**config.mk**
```make
export PLATFORM = sky130hd
export DESIGN_NAME = swdp_access_ctrl
export DESIGN_NICKNAME = d
export VERILOG_FILES = /design/src/rtl/swdp_pkg.sv /design/src/rtl/swdp_wbuf.sv /design/src/rtl/swdp_apbridge.sv /design/src/rtl/swdp_dpregs.sv /design/src/rtl/swdp_access_ctrl.sv
export SDC_FILE = /design/constraint.sdc
export NUM_CORES = 1
export LEC_CHECK = 0
export ABC_AREA = 1
export BUFFER_PORTS_ARGS = -buffer_cell sky130_fd_sc_hd__buf_2
export CORE_MARGIN = 4
export CORE_UTILIZATION = 50
export DETAILED_ROUTE_END_ITERATION = 10
export GPL_TIMING_DRIVEN = 0
export PLACE_DENSITY = 0.84
export SETUP_SLACK_MARGIN = 0.2
export SYNTH_ARGS = -nofsm -noshare
export SYNTH_HDL_FRONTEND = slang
export SYNTH_SLANG_ARGS = --single-unit
```
**constraint.sdc**
```tcl
create_clock -name clk -period 1.9 [get_ports clk]
set_input_delay 0.095 -clock clk [delete_from_list [all_inputs] [get_ports clk]]
set_output_delay 0.095 -clock clk [all_outputs]
set_load 0.005 [all_outputs]
```
**src/rtl/swdp_pkg.sv**
```systemverilog
// Package: shared codes and types for the debug-port transaction controller.
// Assumes a 3-bit acknowledge field with one-hot OK/WAIT codes.
package swdp_pkg;
    localparam logic [2:0] ACK_OK   = 3'b001;
    localparam logic [2:0] ACK_WAIT = 3'b010;

    localparam logic [1:0] DP_A_ID_ABORT = 2'd0;
    localparam logic [1:0] DP_A_CTRL     = 2'd1;
    localparam logic [1:0] DP_A_SEL_RS   = 2'd2;
    localparam logic [1:0] DP_A_RDBUF    = 2'd3;

    // Downstream bridge sequencing states.
    typedef enum logic [1:0] {
        BR_IDLE = 2'd0,
        BR_REQ  = 2'd1,
        BR_RESP = 2'd2
    } br_state_t;
endpackage

```
**src/rtl/swdp_wbuf.sv**
```systemverilog
// Module: single-entry write buffer with idle-cycle commit delay.
// Holds one accepted write and releases it once IDLE_CYC line-idle cycles
// have been seen after acceptance. An access-port entry also waits for the
// downstream bridge to be free. Assumes push never coincides with discard.
module swdp_wbuf #(
    parameter int DW       = 32,
    parameter int IDLE_CYC = 2
) (
    input  logic          clk,
    input  logic          rst_n,
    input  logic          push,
    input  logic          push_ap,
    input  logic [1:0]    push_a,
    input  logic [DW-1:0] push_wdata,
    input  logic          line_idle,
    input  logic          discard,
    input  logic          ap_sink_free,
    output logic          full,
    output logic          commit,
    output logic          commit_ap,
    output logic [1:0]    commit_a,
    output logic [DW-1:0] commit_wdata
);
    localparam int CW = $clog2(IDLE_CYC + 1);
    localparam logic [CW-1:0] CNT_DONE = CW'(IDLE_CYC);

    logic [CW-1:0] idle_cnt;
    logic          delay_met;

    // Entry is due once enough idle cycles were counted.
    assign delay_met    = full && (idle_cnt == CNT_DONE);
    assign commit       = delay_met && (!commit_ap || ap_sink_free);

    // Entry storage, idle counter and occupancy.
    always_ff @(posedge clk) begin
        if (!rst_n) begin
            full         <= 1'b0;
            idle_cnt     <= '0;
            commit_ap    <= 1'b0;
            commit_a     <= '0;
            commit_wdata <= '0;
        end else if (discard) begin
            full     <= 1'b0;
            idle_cnt <= '0;
        end else if (push) begin
            full         <= 1'b1;
            idle_cnt     <= '0;
            commit_ap    <= push_ap;
            commit_a     <= push_a;
            commit_wdata <= push_wdata;
        end else if (commit) begin
            full     <= 1'b0;
            idle_cnt <= '0;
        end else if (full && line_idle && (idle_cnt != CNT_DONE)) begin
            idle_cnt <= idle_cnt + 1'b1;
        end
    end

    // the buffer never takes a second write while occupied.
    a_r8_no_push_when_full: assert property (@(posedge clk) disable iff (!rst_n)
        push |-> !full);
    // a discard leaves the buffer empty.
    a_r9_discard_empties: assert property (@(posedge clk) disable iff (!rst_n)
        discard |=> !full);
    // a commit only happens on an entry that was already held.
    a_r7_commit_needs_entry: assert property (@(posedge clk) disable iff (!rst_n)
        commit |-> $past(full));
endmodule

```
**src/rtl/swdp_apbridge.sv**
```systemverilog
// Module: downstream access-port bridge with posted read buffer.
// Runs one transfer at a time: raise a request, hold it until ready, then
// wait for the response strobe. Read results land in the read buffer with
// their error status. Assumes one response per accepted request.
module swdp_apbridge
    import swdp_pkg::*;
#(
    parameter int DW    = 32,
    parameter int AP_AW = 8
) (
    input  logic             clk,
    input  logic             rst_n,
    input  logic             start_rd,
    input  logic             start_wr,
    input  logic [AP_AW-1:0] start_addr,
    input  logic [DW-1:0]    start_wdata,
    output logic             dn_valid,
    input  logic             dn_ready,
    output logic             dn_write,
    output logic [AP_AW-1:0] dn_addr,
    output logic [DW-1:0]    dn_wdata,
    input  logic             dn_rsp_valid,
    input  logic [DW-1:0]    dn_rsp_rdata,
    input  logic             dn_rsp_err,
    output logic             busy,
    output logic [DW-1:0]    post_data,
    output logic             post_err,
    output logic             err_evt
);
    br_state_t state;

    assign busy     = (state != BR_IDLE);
    assign dn_valid = (state == BR_REQ);
    assign err_evt  = (state == BR_RESP) && dn_rsp_valid && dn_rsp_err;

    // Transfer sequencing and request capture.
    always_ff @(posedge clk) begin
        if (!rst_n) begin
            state    <= BR_IDLE;
            dn_write <= 1'b0;
            dn_addr  <= '0;
            dn_wdata <= '0;
        end else begin
            case (state)
                BR_IDLE: if (start_rd || start_wr) begin
                    state    <= BR_REQ;
                    dn_write <= start_wr;
                    dn_addr  <= start_addr;
                    dn_wdata <= start_wr ? start_wdata : '0;
                end
                BR_REQ:  if (dn_ready) state <= BR_RESP;
                BR_RESP: if (dn_rsp_valid) state <= BR_IDLE;
                default: state <= BR_IDLE;
            endcase
        end
    end

    // Posted read result and its error status.
    always_ff @(posedge clk) begin
        if (!rst_n) begin
            post_data <= '0;
            post_err  <= 1'b0;
        end else if ((state == BR_RESP) && dn_rsp_valid && !dn_write) begin
            post_data <= dn_rsp_rdata;
            post_err  <= dn_rsp_err;
        end
    end

    // a stalled request keeps its address and data.
    a_r11_hold_request: assert property (@(posedge clk) disable iff (!rst_n)
        (dn_valid && !dn_ready) |=> (dn_valid && $stable(dn_addr) && $stable(dn_wdata)));
    // no new transfer is started while one is in progress.
    a_r11_no_start_busy: assert property (@(posedge clk) disable iff (!rst_n)
        (start_rd || start_wr) |-> !busy);
endmodule

```
**src/rtl/swdp_dpregs.sv**
```systemverilog
// Module: debug-port register file (control/status, select, wire control,
// read-resend). Applies committed writes, sticky error, read-ok and
// power-up acknowledge mirroring. Assumes writes arrive only via commit.
module swdp_dpregs
    import swdp_pkg::*;
#(
    parameter int DW     = 32,
    parameter int BANK_W = 4
) (
    input  logic              clk,
    input  logic              rst_n,
    input  logic              wr_en,
    input  logic [1:0]        wr_a,
    input  logic [DW-1:0]     wr_data,
    input  logic              abort,
    input  logic              err_evt,
    input  logic              rok_upd,
    input  logic              rok_val,
    input  logic              rs_load,
    input  logic [DW-1:0]     rs_val,
    output logic [DW-1:0]     ctrlstat,
    output logic [DW-1:0]     wirectl,
    output logic              ctrlsel,
    output logic [BANK_W-1:0] bank,
    output logic [DW-1:0]     resend
);
    localparam int BIT_DBG_REQ = 4;
    localparam int BIT_SYS_REQ = 6;

    logic [DW-1:0] select_q;
    logic sticky_err, read_ok;
    logic dbg_req, dbg_ack, sys_req, sys_ack;

    assign ctrlsel = select_q[0];
    assign bank    = select_q[4 +: BANK_W];

    // Assemble the control/status word.
    always_comb begin
        ctrlstat    = '0;
        ctrlstat[0] = sticky_err;
        ctrlstat[1] = read_ok;
        ctrlstat[4] = dbg_req;
        ctrlstat[5] = dbg_ack;
        ctrlstat[6] = sys_req;
        ctrlstat[7] = sys_ack;
    end

    // Committed register writes.
    always_ff @(posedge clk) begin
        if (!rst_n) begin
            select_q <= '0;
            wirectl  <= '0;
            dbg_req  <= 1'b0;
            sys_req  <= 1'b0;
        end else if (wr_en) begin
            case (wr_a)
                DP_A_CTRL: begin
                    if (select_q[0]) begin
                        wirectl <= wr_data;
                    end else begin
                        dbg_req <= wr_data[BIT_DBG_REQ];
                        sys_req <= wr_data[BIT_SYS_REQ];
                    end
                end
                DP_A_SEL_RS: select_q <= wr_data;
                default: ;
            endcase
        end
    end

    // Power-up acknowledges follow their requests by one cycle.
    always_ff @(posedge clk) begin
        if (!rst_n) begin
            dbg_ack <= 1'b0;
            sys_ack <= 1'b0;
        end else begin
            dbg_ack <= dbg_req;
            sys_ack <= sys_req;
        end
    end

    // Sticky error: set by downstream errors, cleared by abort.
    always_ff @(posedge clk) begin
        if (!rst_n)       sticky_err <= 1'b0;
        else if (err_evt) sticky_err <= 1'b1;
        else if (abort)   sticky_err <= 1'b0;
    end

    // Read-ok flag and read-resend capture.
    always_ff @(posedge clk) begin
        if (!rst_n) begin
            read_ok <= 1'b0;
            resend  <= '0;
        end else begin
            if (rok_upd) read_ok <= rok_val;
            if (rs_load) resend  <= rs_val;
        end
    end

    // abort without a coincident error leaves the sticky flag clear.
    a_r9_abort_clears_err: assert property (@(posedge clk) disable iff (!rst_n)
        (abort && !err_evt) |=> !ctrlstat[0]);
    // a downstream error always leaves the sticky flag set.
    a_r6_err_sticks: assert property (@(posedge clk) disable iff (!rst_n)
        err_evt |=> ctrlstat[0]);
endmodule

```
**src/rtl/swdp_access_ctrl.sv**
```systemverilog
// Module: top of the debug-port transaction layer. Decodes requests,
// decides OK/WAIT, steers reads, feeds the write buffer and the downstream
// bridge, and registers a response one cycle after each request.
// Assumes requests arrive already decoded, at most one per cycle.
module swdp_access_ctrl
    import swdp_pkg::*;
#(
    parameter int          DW       = 32,
    parameter int          BANK_W   = 4,
    parameter int          IDLE_CYC = 2,
    parameter logic [31:0] ID_WORD  = 32'h2BA0_1477,
    localparam int         AP_AW    = BANK_W + 4
) (
    input  logic             clk,
    input  logic             rst_n,
    input  logic             req_valid,
    input  logic             req_ap,
    input  logic             req_rnw,
    input  logic [1:0]       req_addr,
    input  logic [DW-1:0]    req_wdata,
    input  logic             line_idle,
    output logic             rsp_valid,
    output logic [2:0]       rsp_ack,
    output logic [DW-1:0]    rsp_rdata,
    output logic             ap_req_valid,
    input  logic             ap_req_ready,
    output logic             ap_req_write,
    output logic [AP_AW-1:0] ap_req_addr,
    output logic [DW-1:0]    ap_req_wdata,
    input  logic             ap_rsp_valid,
    input  logic [DW-1:0]    ap_rsp_rdata,
    input  logic             ap_rsp_err
);
    logic id_rd, abort_wr, cs_rd, rdbuf_rd, ap_rd, exempt, stall;
    logic go, push, abort, start_rd;
    logic wb_full, wb_commit, wb_ap;
    logic [1:0] wb_a;
    logic [DW-1:0] wb_wdata;
    logic br_busy, post_err, err_evt;
    logic [DW-1:0] post_data, ctrlstat, wirectl, resend, rd_word;
    logic ctrlsel;
    logic [BANK_W-1:0] bank;

    // Classify the incoming request.
    always_comb begin
        id_rd    = !req_ap &&  req_rnw && (req_addr == DP_A_ID_ABORT);
        abort_wr = !req_ap && !req_rnw && (req_addr == DP_A_ID_ABORT);
        cs_rd    = !req_ap &&  req_rnw && (req_addr == DP_A_CTRL) && !ctrlsel;
        rdbuf_rd = !req_ap &&  req_rnw && (req_addr == DP_A_RDBUF);
        ap_rd    =  req_ap &&  req_rnw;
        exempt   = id_rd || cs_rd || abort_wr;
        stall    = (wb_full && !exempt) || ((ap_rd || rdbuf_rd) && br_busy);
    end

    assign go       = req_valid && !stall;
    assign push     = go && !req_rnw && !abort_wr;
    assign abort    = go && abort_wr;
    assign start_rd = go && ap_rd;

    // Select the word a read returns.
    always_comb begin
        if (req_ap) begin
            rd_word = post_data;
        end else begin
            case (req_addr)
                DP_A_ID_ABORT: rd_word = ID_WORD;
                DP_A_CTRL:     rd_word = ctrlsel ? wirectl : ctrlstat;
                DP_A_SEL_RS:   rd_word = resend;
                default:       rd_word = post_data;
            endcase
        end
    end

    // One registered response per request.
    always_ff @(posedge clk) begin
        if (!rst_n) begin
            rsp_valid <= 1'b0;
            rsp_ack   <= ACK_OK;
            rsp_rdata <= '0;
        end else begin
            rsp_valid <= req_valid;
            rsp_ack   <= stall ? ACK_WAIT : ACK_OK;
            rsp_rdata <= (go && req_rnw) ? rd_word : '0;
        end
    end

    swdp_wbuf #(.DW(DW), .IDLE_CYC(IDLE_CYC)) u_wbuf (
        .clk(clk), .rst_n(rst_n),
        .push(push), .push_ap(req_ap), .push_a(req_addr), .push_wdata(req_wdata),
        .line_idle(line_idle), .discard(abort), .ap_sink_free(!br_busy),
        .full(wb_full), .commit(wb_commit), .commit_ap(wb_ap),
        .commit_a(wb_a), .commit_wdata(wb_wdata)
    );

    swdp_apbridge #(.DW(DW), .AP_AW(AP_AW)) u_bridge (
        .clk(clk), .rst_n(rst_n),
        .start_rd(start_rd), .start_wr(wb_commit && wb_ap),
        .start_addr(start_rd ? {bank, req_addr, 2'b00} : {bank, wb_a, 2'b00}),
        .start_wdata(wb_wdata),
        .dn_valid(ap_req_valid), .dn_ready(ap_req_ready), .dn_write(ap_req_write),
        .dn_addr(ap_req_addr), .dn_wdata(ap_req_wdata),
        .dn_rsp_valid(ap_rsp_valid), .dn_rsp_rdata(ap_rsp_rdata), .dn_rsp_err(ap_rsp_err),
        .busy(br_busy), .post_data(post_data), .post_err(post_err), .err_evt(err_evt)
    );

    swdp_dpregs #(.DW(DW), .BANK_W(BANK_W)) u_regs (
        .clk(clk), .rst_n(rst_n),
        .wr_en(wb_commit && !wb_ap), .wr_a(wb_a), .wr_data(wb_wdata),
        .abort(abort), .err_evt(err_evt),
        .rok_upd(go && (ap_rd || rdbuf_rd)), .rok_val(!post_err),
        .rs_load(go && req_rnw), .rs_val(rd_word),
        .ctrlstat(ctrlstat), .wirectl(wirectl), .ctrlsel(ctrlsel),
        .bank(bank), .resend(resend)
    );

    // identification read answers OK with the fixed word.
    a_r1_idcode: assert property (@(posedge clk) disable iff (!rst_n)
        (req_valid && !req_ap && req_rnw && (req_addr == 2'd0))
        |=> (rsp_ack == ACK_OK && rsp_rdata == ID_WORD));
    // abort writes are never refused.
    a_r8_abort_ok: assert property (@(posedge clk) disable iff (!rst_n)
        (req_valid && !req_ap && !req_rnw && (req_addr == 2'd0)) |=> (rsp_ack == ACK_OK));
    // every response carries exactly one acknowledge code.
    a_r1_ack_single: assert property (@(posedge clk) disable iff (!rst_n)
        rsp_valid |-> ($countones(rsp_ack) == 1));
    // a response follows each request in the next cycle.
    a_r1_rsp_follows: assert property (@(posedge clk) disable iff (!rst_n)
        req_valid |=> rsp_valid);
endmodule

```
==> summary.txt, run 1 <==
Power
  – Pwr Density: a little over 900 nW/µm²
  – Sw frac: 23.2%
  – P_int: roughly 0.0079 W
  – Power share of the clock group: between 40% and 50%
  – Peak VDD IR: approximately 0.0006 V
  – Combinational power share: between 7 and 8%
  – P_sw: between 0.002 and 0.0025 W
  – Total power: approximately 0.01 W
  – Sequential power share: about 47%
  – Static leakage: 4.53 nW

Detailed routing
  – Final WL: between 20 and 30 mm
  – Post-detailed-route count of antenna-violating nets: 0
  – First-pass DRT Iterations: 5
  – Via density: 5.31
  – Drt first-iter violations: between 800 and 900
  – Drt wl/cell: 16.0 µm
  – Via count: roughly 8300
  – Detailed-route DRC error count: 0

STA
  – Total negative slack: 0 ns
  – Slew Limit Headroom: about three fifths
  – Final min period: between 1.5 and 2 ns
  – Skew final: just over 0.009 ns
  – Tcrit/Tclk final: about 86%
  – RSZ-0062 raised after global routing: true
  – Endpoints failing setup: 0
  – Hold Fails Final Rpt: 0
  – Min Hold Slack: between 0.05 and 0.06 ns
  – Slew @ Worst Pin: 0.620 ns
  – FMAX: about 600 MHz
  – Final slew viol count: 0

Run
  – Max_cap viols: 0

Global routing
  – Number of global-route vias before repair: 7858
  – First-pass GRT wire length: roughly 40 mm
  – Initial antenna violation count: 0
  – GRT Util Overall: roughly 26%
  – Overflow after GRT: 0
  – Largest net degree at the start of global routing: 16

Final layout
  – Nets: around 1400
  – Post-route insts no fill: approximately 1600
  – Fill cells: about 1300
  – ANT cells: 0
  – Cell area after layout: between 10000 and 15000 µm²
  – Multi-input logic area: ~3500 µm²
  – Storage element area: around 4400 µm²
  – Fraction of layout cells with a size suffix above 1: about a fifth
  – Area Growth Syn to Fin: 31.5%

CTS
  – TritonCTS clock tree: yes
  – TritonCTS Buffers: 22
  – H-tree level count: 1
  – CTS Sinks: 222
  – Clock root cell: clkbuf_16
  – Clock Path Buffers: 3
  – Clock slew at reported path FFs: around 0.060 ns
  – Worst-Skew Late Latency: about 0.5 ns

Yosys
  – Post-synthesis async set-or-reset flop share: 0%
  – Sequential fraction of the synthesis area: roughly 53%
  – Post-synth EDFFs: 0
  – Synth top area share: a little over half
  – Post-synthesis simple-gate area fraction: around a quarter
  – Synthesized flop and latch total: roughly 220
  – Syn Area/Cell: a little under 8 µm²
  – Synth warn: 0
  – Synthesized instance count: 1084
  – Library cells used by synthesis: 30
  – Most numerous cell in the Yosys netlist: nor2_1
  – Ys flop type: dfxtp_1
  – Largest family of logic cells by synthesized area: simple AND/OR/NAND/NOR gates
  – Xor/xnor share of the synthesized area: 0.104%
  – Synth cell count leaders: nor2_1, dfxtp_1, o21ai_0
  – Mapped Area: about 8400 µm²
  – Compound-cell area share of the yosys netlist: between 15 and 20%
  – Fraction of the mapped netlist area in adder cells: less than 1%
  – Post-synthesis mux area share: 0%
  – Area contributors post-synth: dfxtp_1, nor2_1, o21ai_0, nand2_1, nand3_1
  – Area leader, netlist: dfxtp_1

Floorplan
  – Chip width: ~140 µm
  – Die H: 138 µm
  – FP Rows: 47
  – IO Pins: ~150
  – Initial Util: between 50 and 60%
  – Die ar.: between 15000 and 20000 µm²
  – Core Area: 16600 µm²

Worst setup path
  – Delay-heaviest family, CP: simple AND/OR/NAND/NOR gates
  – Slowest CP cell: dfxtp_1
  – Most used cell, CP: nand2_1
  – Worst reg2reg path depth: 10
  – Setup crit start kind: register
  – Worst Path Buf+Inv: 2
  – Worst EP required: ~2.3 ns
  – Worst EP arrival: 2.03 ns
  – Endpoint class of the critical path: register
  – Worst path cell trace: nand2_1, nand3_1, nand3_2, nand3_4, nor2_4, buf_12, buf_6, nand3b_1, nand2_1, nor2_1
  – Crit. path cell count: 10
  – Type of the worst setup path: register to register
  – Max Fanout on Critical Path: 10
  – Slowest Stage Delay on Critical Path: roughly 0.33 ns

Place
  – PortBufs: about 150
  – Global placer's final weighted congestion: about 0.90
  – Cells after DPL: 1453
  – DP Wirelength: approximately 17 mm
  – Post-DP Area: 9470 µm²

Run status
  – Status: finished clean

Worst hold path
  – Hold Crit Class: input pin to register
  – Hold Path Depth: 4
worst register-to-register path: stages (launching register included):
cell and delay (ns):
dfxtp_1 0.33, nand2_1 0.08, nand3_1 0.12, nand3_2 0.12
nand3_4 0.13, nor2_4 0.23, buf_12 0.15, buf_6 0.13
nand3b_1 0.10, nand2_1 0.10, nor2_1 0.05
power by group through the flow:
stage / registers, W / logic, W / clock network [W]
finish: 0.00483 / 0.000811 / 0.00464
global route: 0.00483 / 0.000890 / 0.00488
CTS: 0.00482 / 0.000758 / 0.00467
detailed placement: 0.00492 / 0.000641 / 0
global placement: 0.00492 / 0.000631 / 0
floorplan: 0.00490 / 0.000410 / 0
final timing paths:
check                startpoint                       to  slack, ns
max          u_regs.select_q[0]  u_wbuf.commit_wdata[13]       0.27
min                     req_rnw           u_regs.read_ok       0.05
max reg2reg  u_regs.select_q[0]  u_wbuf.commit_wdata[13]       0.27
min reg2reg   u_regs.wirectl[1]        u_regs.wirectl[1]       0.44
layout make-up:
type / count / area share (%)
Clock inverter: 15 / 1.70
Sequential cell: 222 / 40.0
Inverter: 55 / 1.89
Timing Repair Buffer: 225 / 13.6
Clock buffer: 25 / 5.34
Multi-Input combinational cell: 734 / 31.6
Buffer: 74 / 3.38
Tap cell: 220 / 2.48
stage by stage:
step | util (%) | worst slack [ns]
after global placement | 57.1 | 0.0179
after global routing | 67.0 | 0.159
after floorplan | - | 0.387
after detailed placement | 57.1 | -0.0195
final | 67.0 | 0.274
after CTS | 66.2 | 0.213
cell usage in the layout (no fill, tap or decap), types with 2 or more instances in the layout:
cell type	synthesis	final
o21ai_0	144	132
nor2_2	0	2
nand2_1	118	116
bufinv_16	0	4
nand4_1	2	2
clkinvlp_4	0	5
nand3b_1	34	34
nand3_1	77	75
inv_1	52	50
nor2_1	241	238
nor2_4	3	4
conb_1	1	3
a221oi_1	13	13
nand3_4	1	2
a22oi_1	10	10
dlygate4sd3_1	0	70
clkbuf_16	0	23
buf_2	15	165
clkbuf_1	45	33
buf_4	9	18
nor3_1	7	6
a22o_1	3	3
nand2_2	3	5
inv_2	1	3
clkinv_2	0	6
o21ai_1	1	13
dfxtp_1	222	222
clkbuf_4	0	5
a21oi_1	68	67
nand3_2	2	3
clkbuf_2	2	6
layer usage:
metal	track usage [%]	share of wire [%]	routed length, µm	vias up
met5	0	0	0	-
met4	6.59	1.9	469	0
met3	4.50	10	2570	51
met2	43.2	47	11800	449
met1	34.2	41	10300	3772
li1	-	-	-	4067
timing repair:
item | CTS | global route
hold buffers | 70 | 0
gates cloned | 0 | 0
pin swaps | 0 | 3
resized for setup | 16 | 47
buffers inserted | 0 | 8
setup endpoints to repair | 104 | 198
hold endpoints to repair | 73 | 0
cells by family (layout without fill, tap and decap cells):
logic type / Yosys count / after routing
adders and majority gates: 1 / 1
other: 1 / 3
xor gates and xnor gates: 1 / 1
and+or+nand+nor: 490 / 490
AOI/OAI and AO/OA: 239 / 239
DFF: 222 / 222
buffers and inverters: 130 / 394
sequential cells by signal (all words and copies together), names as in the netlist:
name	cells
u_regs.wirectl	32
rsp_valid	1
u_bridge.post_data	32
u_wbuf.commit_wdata	32
u_regs.dbg_req	1
rsp_ack	2
u_bridge.dn_wdata	32
u_regs.sys_req	1
u_bridge.state	2
u_wbuf.commit_ap	1
u_wbuf.idle_cnt	2
u_wbuf.commit_a	2
rsp_rdata	32
u_regs.select_q	5
u_regs.sys_ack	1
u_regs.read_ok	1
u_bridge.post_err	1
u_bridge.dn_addr	6
u_regs.dbg_ack	1
u_regs.sticky_err	1
u_wbuf.full	1
u_bridge.dn_write	1
u_regs.resend	32
Power figures use the tool's default switching activity.
==> run 2: changes to the inputs <==
--- a/config.mk
+++ b/config.mk
@@ -12,6 +12,7 @@
 export DETAILED_ROUTE_END_ITERATION = 10
 export GPL_TIMING_DRIVEN = 0
 export PLACE_DENSITY = 0.84
+export REMOVE_ABC_BUFFERS = 1
 export SETUP_SLACK_MARGIN = 0.2
 export SYNTH_ARGS = -nofsm -noshare
 export SYNTH_HDL_FRONTEND = slang
==> run 2 against run 1 <==
Compared with the run above: clock skew hardly changed; first-iteration DRC count increased by 48%; critical path depth increased by 2.
==> summary.txt, run 2 (same netlist as run 1, synthesis figures left out) <==
Run status
  – Status: finished clean

Place
  – Global placer's final weighted congestion: just over 0.9
  – Post-DP Area: between 9000 and 10000 µm²
  – DP Wirelength: around 14 mm
  – PortBufs: approximately 150

STA
  – RSZ-0062 raised after global routing: true
  – Slew Limit Headroom: between 50% and 60%
  – Final min period: roughly 1.9 ns
  – Hold Fails Final Rpt: 0
  – Skew final: about 0.0095 ns
  – Tcrit/Tclk final: approximately 99%
  – Endpoints failing setup: 0
  – FMAX: about 530 MHz
  – Final slew viol count: 0
  – Total negative slack: 0 ns
  – Min Hold Slack: just under 0.06 ns
  – Slew @ Worst Pin: about 0.64 ns

Worst setup path
  – Worst EP required: around 2.3 ns
  – Type of the worst setup path: register to register
  – Setup crit start kind: register
  – Worst R2R Setup Slack: 0.01 ns
  – Endpoint class of the critical path: register
  – Worst EP arrival: between 2 and 2.5 ns
  – Max Fanout on Critical Path: 8

Global routing
  – Overflow after GRT: 0
  – Initial antenna violation count: 1
  – GRT Util Overall: about 30%
  – Number of global-route vias before repair: ~8400
  – First-pass GRT wire length: approximately 44 mm
  – Largest net degree at the start of global routing: approximately 100

Power
  – Peak VDD IR: between 0.0006 and 0.0007 V
  – Static leakage: 4.64 nW
  – Total power: around 0.010 W
  – Pwr Density: ~870 nW/µm²

CTS
  – H-tree level count: 1
  – Clock Path Buffers: 3
  – Clock slew at reported path FFs: 0.06 ns
  – TritonCTS Buffers: 23
  – Worst-Skew Late Latency: just over 0.5 ns
  – TritonCTS clock tree: yes
  – Clock root cell: clkbuf_16
  – CTS Sinks: around 220

Detailed routing
  – Drt first-iter violations: around 1300
  – Detailed-route DRC error count: 0
  – Drt wl/cell: 20.1 µm
  – Final WL: between 30 and 40 mm
  – Post-detailed-route count of antenna-violating nets: 0
  – Via count: 9053
  – Via density: around 5.8
  – First-pass DRT Iterations: 7

Final layout
  – Fraction of layout cells with a size suffix above 1: between 20 and 25%
  – Nets: 1398
  – Area Growth Syn to Fin: 40.1%
  – ANT cells: 0
  – Multi-input logic area: between 4000 and 5000 µm²
  – Post-layout util: 71.4%
  – Cell area after layout: approximately 12000 µm²
  – Fill cells: 1202
  – Commonest non-fill, non-tap cell in the layout: dfxtp_1
  – Most frequent cells in the layout: dfxtp_1, nor2_1, buf_2
  – Storage element area: 4460 µm²

Floorplan
  – Initial Util: 50.9%
  – Die H: ~140 µm
  – Core Area: 16600 µm²
  – Die ar.: between 15000 and 20000 µm²
  – Chip width: about 140 µm
  – IO Pins: 153
  – FP Rows: 47

Worst hold path
  – Hold Crit Class: input pin to register

Run
  – Max_cap viols: 0
[run 2: changes by cell type in the layout (fill, tap and decap cells not counted), sizes merged, moves of 2 or more]
| cell | change |
|---|---|
| inv | -4 |
| nand2 | +5 |
| clkinv | -2 |
| clkbuf | -28 |
| buf | +10 |
| bufinv | -3 |
| clkinvlp | +4 |
| nand3 | +4 |
[run 2: worst paths after layout]
kind	from	endpoint	depth (start not counted)
min reg2reg	u_regs.dbg_req	u_regs.dbg_ack	2
max	u_bridge.state[0]	u_regs.resend[13]	12
max reg2reg	u_bridge.state[0]	u_regs.resend[13]	12
min	line_idle	u_wbuf.idle_cnt[1]	5
[run 2: metrics by stage]
step                setup slack (ns)  cells
floorplan                     -0.300   1011
finish                        0.0111   1558
global route                 -0.0383   1558
CTS                          0.00115   1531
detailed placement             -1.59   1382
global placement               -2.49   1380
[run 2: critical path, stage by stage, from the launching register on]
cell and delay (ns):
dfxtp_4 0.36, nor2_4 0.10, inv_2 0.06, nand3_4 0.11
nand3_4 0.10, buf_6 0.14, buf_6 0.11, nor2_4 0.15
buf_6 0.14, clkinvlp_4 0.14, clkbuf_16 0.21, nand3_1 0.06
o21ai_1 0.07
[run 2: timing repair]
action	4_1_cts	5_1_grt
endpoints found under the hold margin	69	0
gates resized for setup	64	92
hold buffers	69	0
setup endpoints to repair	211	177
buffers inserted	27	17
gates cloned	12	10
pin swaps	32	20
[run 2: per-layer routing]
layer | vias up | share of wire (%) | global-route usage, %
li1 | 4070 | - | -
met1 | 4186 | 38 | 37.6
met2 | 629 | 46 | 48.1
met3 | 166 | 11 | 5.33
met4 | 2 | 5.2 | 13.4
met5 | - | 0.045 | 0
[run 2: cell type report]
type	count	area share (%)
Clock inverter	6	0.465
Clock buffer	35	5.84
Sequential cell	222	37.7
Multi-Input combinational cell	746	33.9
Tap cell	220	2.33
Timing Repair inverter	4	0.233
Timing Repair Buffer	270	17.6
Inverter	55	1.96
[run 2: power by group]
group          total (W)  switching (W)  internal, W
logic            0.00103       0.000591     0.000436
registers        0.00483      0.0000848      0.00474
clock network    0.00448        0.00185      0.00263
total             0.0103        0.00253      0.00781
